<file path="config.mk">
export PLATFORM = sky130hd
export DESIGN_NAME = cmp_rollover_timer
export DESIGN_NICKNAME = d
export VERILOG_FILES = /design/src/rtl/cmpt_pkg.sv /design/src/rtl/cmpt_rst_sync.sv /design/src/rtl/cmpt_tick_gen.sv /design/src/rtl/cmpt_count_core.sv /design/src/rtl/cmp_rollover_timer.sv
export SDC_FILE = /design/constraint.sdc
export NUM_CORES = 1
export LEC_CHECK = 0
export BUFFER_PORTS_ARGS = -buffer_cell sky130_fd_sc_hd__buf_2
export CAP_MARGIN = 25
export CORE_MARGIN = 1.5
export CORE_UTILIZATION = 54
export CTS_CLUSTER_DIAMETER = 60
export DETAILED_ROUTE_END_ITERATION = 7
export PLACE_DENSITY = 0.73
export SLEW_MARGIN = 20
export SYNTH_ARGS = -nofsm -noshare
export SYNTH_HDL_FRONTEND = slang
export SYNTH_SLANG_ARGS = --single-unit
</file>
<file path="constraint.sdc">
create_clock -name clk -period 3.4 [get_ports clk]
set_clock_uncertainty 0.05 [all_clocks]
set_input_delay 1.02 -clock clk [delete_from_list [all_inputs] [get_ports clk]]
set_output_delay 1.02 -clock clk [all_outputs]
set_load 0.02 [all_outputs]
</file>
<file path="src/rtl/cmpt_pkg.sv">
package cmpt_pkg;
  localparam int IDX_CTRL  = 0;
  localparam int IDX_PRESC = 1;
  localparam int IDX_STAT  = 2;
  localparam int IDX_IEN   = 3;
  localparam int IDX_CMP   = 4;
  localparam int IDX_COUNT = 9;

  localparam int CB_EN    = 0;
  localparam int CB_ENCLR = 1;
  localparam int CB_DBG   = 2;
  localparam int CB_WAIT  = 3;
  localparam int CB_DOZE  = 4;
  localparam int CB_SRC_LO = 6;
  localparam int CB_SRC_HI = 8;
  localparam int CB_FREE  = 9;
  localparam int CB_SWRST = 15;

  localparam int SB_CMP = 0;
  localparam int SB_ROV = 5;

  typedef enum logic [2:0] {
    SRC_OFF   = 3'b000,
    SRC_FAST0 = 3'b001,
    SRC_FAST1 = 3'b010,
    SRC_SLOW  = 3'b100
  } src_sel_e;

  function automatic logic pick_tick(input logic [2:0] sel,
                                     input logic fast, input logic slow);
    case (sel)
      SRC_FAST0, SRC_FAST1: pick_tick = fast;
      SRC_SLOW:             pick_tick = slow;
      default:              pick_tick = 1'b0;
    endcase
  endfunction
endpackage

</file>
<file path="src/rtl/cmpt_rst_sync.sv">
module cmpt_rst_sync (
  input  logic clk,
  input  logic rst_n,
  output logic rst_sync_n
);
  logic [1:0] sync_q;

  always_ff @(posedge clk or negedge rst_n) begin
    if (!rst_n) sync_q <= 2'b00;
    else        sync_q <= {sync_q[0], 1'b1};
  end

  assign rst_sync_n = sync_q[1];
endmodule

</file>
<file path="src/rtl/cmpt_tick_gen.sv">
module cmpt_tick_gen #(
  parameter int PRE_W = 12
) (
  input  logic             clk,
  input  logic             rst_n,
  input  logic             run_i,
  input  logic             phase_clr_i,
  input  logic [2:0]       src_sel_i,
  input  logic             fast_tick_i,
  input  logic             slow_tick_i,
  input  logic [PRE_W-1:0] presc_i,
  output logic             step_o
);
  import cmpt_pkg::*;

  logic [PRE_W-1:0] div_q, div_d;
  logic             div_en;
  logic             src_tick;
  logic             at_end;

  assign src_tick = pick_tick(src_sel_i, fast_tick_i, slow_tick_i);
  assign at_end   = (div_q == presc_i);

  always_comb begin
    div_en = 1'b0;
    div_d  = div_q;
    if (!run_i || phase_clr_i) begin
      div_en = 1'b1;
      div_d  = '0;
    end else if (src_tick) begin
      div_en = 1'b1;
      div_d  = at_end ? '0 : div_q + PRE_W'(1);
    end
  end

  always_ff @(posedge clk or negedge rst_n) begin
    if (!rst_n)      div_q <= '0;
    else if (div_en) div_q <= div_d;
  end

  assign step_o = run_i && src_tick && at_end;
endmodule

</file>
<file path="src/rtl/cmpt_count_core.sv">
module cmpt_count_core #(
  parameter int CNT_W = 32
) (
  input  logic             clk,
  input  logic             rst_n,
  input  logic             step_i,
  input  logic             clr_i,
  input  logic             free_run_i,
  input  logic [CNT_W-1:0] cmp_i,
  output logic [CNT_W-1:0] count_o,
  output logic             hit_cmp_o,
  output logic             hit_rov_o
);
  logic [CNT_W-1:0] cnt_q, cnt_d, nxt;
  logic             cnt_en;

  always_comb begin
    if (!free_run_i && (cnt_q == cmp_i)) nxt = '0;
    else                                 nxt = cnt_q + CNT_W'(1);
  end

  always_comb begin
    cnt_en    = 1'b0;
    cnt_d     = cnt_q;
    hit_cmp_o = 1'b0;
    hit_rov_o = 1'b0;
    if (clr_i) begin
      cnt_en = 1'b1;
      cnt_d  = '0;
    end else if (step_i) begin
      cnt_en    = 1'b1;
      cnt_d     = nxt;
      hit_cmp_o = (nxt == cmp_i);
      hit_rov_o = free_run_i && (&cnt_q);
    end
  end

  always_ff @(posedge clk or negedge rst_n) begin
    if (!rst_n)      cnt_q <= '0;
    else if (cnt_en) cnt_q <= cnt_d;
  end

  assign count_o = cnt_q;
endmodule

</file>
<file path="src/rtl/cmp_rollover_timer.sv">
module cmp_rollover_timer #(
  parameter int CNT_W  = 32,
  parameter int PRE_W  = 12,
  parameter int IEN_W  = 6,
  parameter int ADDR_W = 4,
  parameter int DATA_W = 32
) (
  input  logic              clk,
  input  logic              rst_n,
  input  logic              periph_tick,
  input  logic              slow_tick,
  input  logic              reg_wen,
  input  logic [ADDR_W-1:0] reg_addr,
  input  logic [DATA_W-1:0] reg_wdata,
  output logic [DATA_W-1:0] reg_rdata,
  output logic              irq
);
  import cmpt_pkg::*;

  localparam logic [DATA_W-1:0] CTRL_STORE = ~(DATA_W'(32'h0000_FC00));
  localparam logic [DATA_W-1:0] SWR_DROP   =
    DATA_W'((1 << CB_EN) | (1 << CB_DBG) | (1 << CB_WAIT) | (1 << CB_DOZE));

  logic rst_i_n;

  logic [DATA_W-1:0] ctrl_q, ctrl_d;
  logic [PRE_W-1:0]  presc_q, presc_d;
  logic [IEN_W-1:0]  ien_q, ien_d;
  logic [CNT_W-1:0]  cmp_q, cmp_d;
  logic [1:0]        st_q, st_d;
  logic ctrl_en, presc_en, ien_en, cmp_en, st_en;

  logic wr_ctrl, wr_presc, wr_stat, wr_ien, wr_cmp;
  logic swr, en_rise, cnt_clr;
  logic step;
  logic hit_cmp, hit_rov;
  logic [CNT_W-1:0] count;
  logic [1:0] w1c;

  cmpt_rst_sync u_rst (
    .clk        (clk),
    .rst_n      (rst_n),
    .rst_sync_n (rst_i_n)
  );

  assign wr_ctrl  = reg_wen && (reg_addr == ADDR_W'(IDX_CTRL));
  assign wr_presc = reg_wen && (reg_addr == ADDR_W'(IDX_PRESC));
  assign wr_stat  = reg_wen && (reg_addr == ADDR_W'(IDX_STAT));
  assign wr_ien   = reg_wen && (reg_addr == ADDR_W'(IDX_IEN));
  assign wr_cmp   = reg_wen && (reg_addr == ADDR_W'(IDX_CMP));

  assign swr     = wr_ctrl && reg_wdata[CB_SWRST];
  assign en_rise = wr_ctrl && !swr && reg_wdata[CB_EN] && !ctrl_q[CB_EN];
  assign cnt_clr = swr || (en_rise && reg_wdata[CB_ENCLR])
                 || (wr_cmp && !ctrl_q[CB_FREE]);

  // next-state for the register file
  always_comb begin
    ctrl_en = wr_ctrl;
    ctrl_d  = reg_wdata & CTRL_STORE;
    if (swr) ctrl_d = ctrl_d & ~SWR_DROP;

    presc_en = wr_presc || swr;
    presc_d  = swr ? '0 : reg_wdata[PRE_W-1:0];

    ien_en = wr_ien || swr;
    ien_d  = swr ? '0 : reg_wdata[IEN_W-1:0];

    cmp_en = wr_cmp || swr;
    cmp_d  = swr ? '1 : reg_wdata[CNT_W-1:0];

    w1c   = wr_stat ? {reg_wdata[SB_ROV], reg_wdata[SB_CMP]} : 2'b00;
    st_en = swr || wr_stat || hit_cmp || hit_rov;
    st_d  = swr ? 2'b00 : ((st_q & ~w1c) | {hit_rov, hit_cmp});
  end

  always_ff @(posedge clk or negedge rst_i_n) begin
    if (!rst_i_n) begin
      ctrl_q  <= '0;
      presc_q <= '0;
      ien_q   <= '0;
      cmp_q   <= '1;
      st_q    <= '0;
    end else begin
      if (ctrl_en)  ctrl_q  <= ctrl_d;
      if (presc_en) presc_q <= presc_d;
      if (ien_en)   ien_q   <= ien_d;
      if (cmp_en)   cmp_q   <= cmp_d;
      if (st_en)    st_q    <= st_d;
    end
  end

  cmpt_tick_gen #(.PRE_W(PRE_W)) u_tick (
    .clk         (clk),
    .rst_n       (rst_i_n),
    .run_i       (ctrl_q[CB_EN]),
    .phase_clr_i (cnt_clr),
    .src_sel_i   (ctrl_q[CB_SRC_HI:CB_SRC_LO]),
    .fast_tick_i (periph_tick),
    .slow_tick_i (slow_tick),
    .presc_i     (presc_q),
    .step_o      (step)
  );

  cmpt_count_core #(.CNT_W(CNT_W)) u_core (
    .clk        (clk),
    .rst_n      (rst_i_n),
    .step_i     (step),
    .clr_i      (cnt_clr),
    .free_run_i (ctrl_q[CB_FREE]),
    .cmp_i      (cmp_q),
    .count_o    (count),
    .hit_cmp_o  (hit_cmp),
    .hit_rov_o  (hit_rov)
  );

  always_comb begin
    reg_rdata = '0;
    case (reg_addr)
      ADDR_W'(IDX_CTRL):  reg_rdata = ctrl_q;
      ADDR_W'(IDX_PRESC): reg_rdata[PRE_W-1:0] = presc_q;
      ADDR_W'(IDX_STAT): begin
        reg_rdata[SB_CMP] = st_q[0];
        reg_rdata[SB_ROV] = st_q[1];
      end
      ADDR_W'(IDX_IEN):   reg_rdata[IEN_W-1:0] = ien_q;
      ADDR_W'(IDX_CMP):   reg_rdata[CNT_W-1:0] = cmp_q;
      ADDR_W'(IDX_COUNT): reg_rdata[CNT_W-1:0] = count;
      default:            reg_rdata = '0;
    endcase
  end

  assign irq = ctrl_q[CB_EN] &&
               ((st_q[0] && ien_q[SB_CMP]) || (st_q[1] && ien_q[SB_ROV]));
endmodule

</file>
==> flow_metrics.tcl, run 1 <==
set metrics [dict create \
    status "finished, final reports clean" \
    grt_pass1_wl_um 40000 \
    vdd_drop_max_uv 419 \
    required_ns 2.33 \
    hp-start "u_rst.sync_q[0]" \
    synthToLayoutAreaGrowth_pct 19.1 \
    cp-end-kind "output port" \
    dp_hpwl_um 18100 \
    cts_max_path_buffers 2 \
    r2r-start "cmp_q[27]" \
    vias 7643 \
    drtAntennaViolNets 0 \
    n_antenna_cell 0 \
    rsz0062_at_grt "yes" \
    reg2reg_to "st_q[0]" \
    final-max-slew-violation-count 0 \
    fin_nets 1032 \
    std_cell_rows 43 \
    hold_violations 0 \
    dieArea_mm2 0.0150 \
    critPathMaxFanout 18 \
    grt_util_met3 0.0948 \
    use_met1 0.517 \
    clkTransAtPathRegs_ns 0.06 \
    die_h_um 123 \
    cts_tree "yes" \
    synth_ff_type "dfrtp_1" \
    synth_area_mm2 0.00773 \
    vias_per_cell 6.47 \
    synth_edf_count 0 \
    grt_pass1_vias 7172 \
    hp-class "reg2reg" \
    grt_use_total 0.355 \
    p_leak_nw 4.23 \
    seq_area_mm2 0.00315 \
    htreeDepth 4 \
    insertion_delay_ns 0.43 \
    drv_cap 0 \
    cts.sinks 124 \
    fp.dieW_um 123 \
    n_fill_cell 1121 \
    cts_buffers 17 \
    worst_slew_margin_rel 0.405 \
    multi_input_area_mm2 0.00421 \
    coreArea_mm2 0.0139 \
    synth_cells 908 \
    io_buffers 73 \
    start_kind "input port" \
    worst_slew_pin_slew_ns 0.893 \
    min_to "u_rst.sync_q[1]" \
    synth-async-reset-ratio 1.00 \
    cts-resized-gates 0 \
    io_pins 74 \
    setup_violations 0 \
    cts_hold_buffers 0 \
    grt_busiest_layer "met1" \
    worst-r2r-cell-count 10 \
    yosysUniqueCellTypes 68 \
    synth.avg_cell_area_um2 8.51 \
    dr.pass1.iters 6 \
    ff2ff_setup_slack_ns 0.27 \
    ys_seq_elements 124 \
    post_cts_buffers 0 \
    wl_per_cell_um 21.2 \
    place_inst 1150 \
    grt.overflow.total 0 \
    ctsRootBufferMaster "clkbuf_16" \
    antenna_found_initial 0 \
    final_cells 1182 \
    grt_max_degree 64 \
    grt_use_met2 0.504 \
    clock.fmax_mhz 299 \
    critPathArrivalTime_ns 2.27 \
    power.density_mw_per_mm2 518 \
    criticalPathCategory "in2out" \
    finalWeightedCongestion 1.06 \
    synth-seq-area-share 0.407 \
    min_period_over_period 0.982 \
    whs_path_depth 0 \
    drive_gt1_frac 0.237 \
    route.detailed.drc 0 \
    yosysWarnings 0 \
    initialDrtViolationCount 1096 \
    totalWireLength_um 25100 \
    syn-num-nets 951 \
    totalPowerFinal_mw 4.76 \
    fin_crit_ns 3.34 \
    start_util 0.555 \
]
## worst max-delay path, stage by stage
cell and delay (ns):
buf_2 0.18, nor4bb_4 0.42, buf_6 0.25, a22o_1 0.21, buf_2 0.18
## sequential cells by signal (all words and copies together), names as in the netlist
signal / flops
ctrl_q: 26
u_core.count_o: 32
u_rst.sync_q: 2
cmp_q: 32
presc_q: 12
st_q: 2
u_tick.div_q: 12
ien_q: 6
## cell type report
type	instances	area share
timing repair buffer	133	0.0959
clock buffer	18	0.0466
inverter	33	0.0135
multi-input combinational	680	0.458
sequential	124	0.342
clock inverter	14	0.0200
tap	180	0.0245
## worst max path at each step
| stage | cells after the start | start | slack (ns) | end |
|---|---|---|---|---|
| global placement | 5 | reg_addr[3] | 0.04 | reg_rdata[15] |
| floorplan | 5 | reg_addr[0] | 0.02 | reg_rdata[1] |
| global route | 7 | reg_addr[0] | -0.04 | reg_rdata[1] |
| detailed placement | 6 | reg_addr[1] | 0.0005 | reg_rdata[30] |
| finish | 5 | reg_addr[3] | 0.06 | reg_rdata[15] |
| CTS | 6 | reg_addr[1] | 0.006 | reg_rdata[30] |
## metrics by stage
step	setup WS (ns)	setup TNS, ns	instance area, um2	util	hold slack (ns)
2_1_floorplan	0.0230	0	7740	-	0.281
3_3_place_gp	0.0448	0	8570	0.615	0.287
3_5_place_dp	0.000507	0	8570	0.615	0.291
4_1_cts	0.00605	0	9190	0.659	0.305
5_1_grt	-0.0360	-0.0360	9200	0.660	0.303
6_report	0.0605	0	9200	0.660	0.302
## power breakdown
group / internal (mW) / switching (mW)
clock: 1.17 / 0.728
sequential: 1.76 / 0.339
combinational: 0.363 / 0.399
## cells in the final DEF (no fill, tap or decap), types with 7 or more instances in the layout
master,synthesis,layout
a21oi_1,29,28
a222oi_1,26,26
a22o_1,8,8
a22oi_1,9,9
a31oi_1,9,9
and3_1,19,19
buf_2,12,73
buf_4,1,54
clkbuf_16,0,17
dfrtp_1,92,91
dfstp_2,32,32
inv_1,32,32
mux2_2,22,22
nand2_1,163,163
nand2b_1,7,7
nand3_1,48,48
nand4_1,17,17
nor2_1,47,47
nor3_1,17,17
nor4_1,14,13
o211ai_1,9,9
o21ai_0,74,74
o22ai_1,8,8
o31ai_1,13,13
or4_1,7,7
xnor2_1,32,32
xor2_1,33,33
## cell usage after synthesis, types with 14 or more instances
master / number / area (um2)
nand2_1: 163 / 612
dfrtp_1: 92 / 2300
o21ai_0: 74 / 370
clkbuf_1: 55 / 206
nand3_1: 48 / 240
nor2_1: 47 / 176
xor2_1: 33 / 289
dfstp_2: 32 / 841
inv_1: 32 / 120
xnor2_1: 32 / 280
a21oi_1: 29 / 145
a222oi_1: 26 / 260
mux2_2: 22 / 248
and3_1: 19 / 119
nand4_1: 17 / 106
nor3_1: 17 / 85.1
nor4_1: 14 / 87.6
## layer usage
layer  routed length (um)  up-vias
met4                  600        0
met5                    0        -
li1                     -     3442
met2                10900      476
met3                 2860       59
met1                10700     3666
## cells by family (layout without fill, tap and decap cells)
group,count (synthesis),after routing,share of synthesized area
AO/OA/AOI/OAI,210,210,0.181
XOR/XNOR,66,66,0.0766
adder cells (fa/ha/maj),2,2,0.00324
buffers and inverters,104,198,0.0549
flip-flops,124,124,0.407
other,1,1,0.000485
AND/OR/NAND/NOR,377,377,0.243
multiplexers,24,24,0.0347
(Power assumes the default switching activity.)
==> run 2: changes to the inputs <==
--- a/config.mk
+++ b/config.mk
@@ -5,6 +5,7 @@
 export SDC_FILE = /design/constraint.sdc
 export NUM_CORES = 1
 export LEC_CHECK = 0
+export ABC_AREA = 1
 export BUFFER_PORTS_ARGS = -buffer_cell sky130_fd_sc_hd__buf_2
 export CAP_MARGIN = 25
 export CORE_MARGIN = 1.5
==> run 2 against run 1 <==
Flip-flop and latch count is the same. Clock power grew 3%. Power grew 26%. Largest cell class unchanged.
==> flow_metrics.tcl, run 2 <==
set metrics [dict create \
    synth-async-reset-ratio 1.00 \
    whs_ns 0.310 \
    die_h_um 122 \
    post_cts_buffers 0 \
    coreArea_mm2 0.0139 \
    rsz0062_at_grt "no" \
    synthToLayoutAreaGrowth_pct 17.7 \
    cp-startpoint "reg_addr[1]" \
    route.detailed.drc 0 \
    grt_max_degree 51 \
    dp_hpwl_um 16700 \
    worst_slew_pin_slew_ns 0.797 \
    worst_slew_margin_rel 0.469 \
    fin_tns_setup_ns 0 \
    layout_common_cells "nand2_1 (337), inv_1 (115), o21ai_0 (107)" \
    fin_nets 1207 \
    grt_pass1_vias 7332 \
    ys_seq_elements 124 \
    cp-end-kind "output port" \
    clock.fmax_mhz 301 \
    vias_per_cell 5.74 \
    htreeDepth 4 \
    ctsRootBufferMaster "clkbuf_16" \
    std_cell_rows 43 \
    syn-num-nets 1121 \
    final-max-slew-violation-count 0 \
    synth.avg_cell_area_um2 7.13 \
    hp-start "u_rst.sync_q[0]" \
    vias 7783 \
    insertion_delay_ns 0.43 \
    start_util 0.554 \
    r2r-start "cmp_q[31]" \
    synth_ff_type "dfrtp_1" \
    utilization 0.652 \
    initialDrtViolationCount 699 \
    yosysUniqueCellTypes 43 \
    power.density_mw_per_mm2 663 \
    cts.sinks 124 \
    place_inst 1325 \
    synth_top_area_frac 0.299 \
    antenna_found_initial 0 \
    critPathMaxFanout 18 \
    cts_tree "yes" \
    n_antenna_cell 0 \
    final_cells 1357 \
    drv_cap 0 \
    synth_most_common_cell "nand2_1" \
    yosys-top-cells-count "nand2_1 (337), inv_1 (116), o21ai_0 (107)" \
    cts_hold_buffers 0 \
    start_kind "input port" \
    criticalPathCategory "in2out" \
    critPathArrivalTime_ns 2.25 \
    setup_ws_ns 0.0812 \
    dieArea_mm2 0.0150 \
    io_buffers 73 \
    status "finished, final reports clean" \
    synth_top_area_cell "dfrtp_1" \
    clkTransAtPathRegs_ns 0.06 \
    dr.pass1.iters 5 \
    totalWireLength_um 23100 \
    fin_crit_ns 3.32 \
    cts_buffers 17 \
    synth_area_mm2 0.00769 \
    synth-seq-area-share 0.409 \
    vdd_drop_max_uv 418 \
    p_leak_nw 4.41 \
    cts_max_path_buffers 2 \
    hp-class "reg2reg" \
    layout_commonest_cell "nand2_1" \
    yosysWarnings 0 \
    setup_violations 0 \
    io_pins 74 \
    min_period_over_period 0.976 \
    fp.dieW_um 122 \
    drive_gt1_frac 0.180 \
    required_ns 2.33 \
    drtAntennaViolNets 0 \
    synth.top_cells.by_area "dfrtp_1 (30%), nand2_1 (16%), dfstp_2 (11%), o21ai_0 (7.0%), inv_1 (5.7%)" \
    grt.overflow.total 0 \
    wl_per_cell_um 17.1 \
    synth_cells 1078 \
    grt_pass1_wl_um 37100 \
    finalWeightedCongestion 0.955 \
    synth_edf_count 0 \
    pre_cts_ws_ns 0.00582 \
    hold_violations 0 \
    grt_use_total 0.323 \
]
[run 2: cell types whose count changed in the layout (fill, tap and decap cells not counted), sizes merged, moves of 26 or more]
| cell | delta |
|---|---|
| nor2 | +33 |
| o21ai | +37 |
| nand2 | +179 |
| inv | +99 |
| buf | -30 |
| a222oi | -26 |
| o22ai | +33 |
[run 2: path summary, 6_finish.rpt]
path	cells after the start	slack (ns)	endpoint
max in group asynchronous	1	2.10	cmp_q[19]
min in group asynchronous	1	0.33	u_rst.sync_q[1]
hold / removal	0	0.31	u_rst.sync_q[1]
hold reg to reg	0	0.31	u_rst.sync_q[1]
setup reg to reg	17	0.52	st_q[0]
setup / recovery	8	0.08	reg_rdata[5]
[run 2: stage by stage]
| stage | area [um2] | power (mW) |
|---|---|---|
| floorplan | 7690 | 3.51 |
| CTS | 9020 | 5.97 |
| detailed placement | 8390 | 4.00 |
| global placement | 8390 | 3.98 |
| global route | 9050 | 6.37 |
| finish | 9050 | 6.00 |
[run 2: power by group]
part / internal [mW] / leakage (nW) / switching (mW)
combinational: 0.652 / 2.59 / 1.08
clock: 1.26 / 0.295 / 0.692
sequential: 1.90 / 1.52 / 0.413
[run 2: what timing repair did]
action / in CTS / in global routing
gates resized for setup: 1 / 8
hold endpoints to repair: 0 / 0
pin swaps: 0 / 1
endpoints found under the setup margin: 1 / 8
[run 2: metal layers]
| metal | up-vias | global-route usage | wire (um) |
|---|---|---|---|
| met5 | - | 0 | 0 |
| met4 | 0 | 0.108 | 454 |
| met3 | 40 | 0.0697 | 1990 |
| met2 | 389 | 0.498 | 10400 |
| met1 | 3640 | 0.453 | 10300 |
| li1 | 3714 | - | - |
[run 2: critical path, cell delays in order]
cell,delay [ns]
buf_2,0.12
nor4_4,0.31
inv_2,0.08
buf_6,0.17
nor2_2,0.14
a221oi_2,0.05
o2111ai_1,0.15
buf_4,0.20
[run 2: logic make-up after synthesis]
group | count (synthesis) | share of synthesized area
xor gates and xnor gates | 41 | 0.0467
adders and majority gates | 2 | 0.00325
and+or+nand+nor | 521 | 0.288
AOI/OAI and AO/OA | 214 | 0.164
other | 1 | 0.000488
buffers and inverters | 175 | 0.0894
DFF | 124 | 0.409
[run 2: final cells by class]
cell class | instances | area, um2
flip-flops and latches | 124 | 3150
multi-input cells | 779 | 3870
clock inverters | 11 | 169
well taps | 180 | 225
fillers | 1233 | 4830
clock buffers | 21 | 460
repair buffers | 103 | 649
inverters | 139 | 522
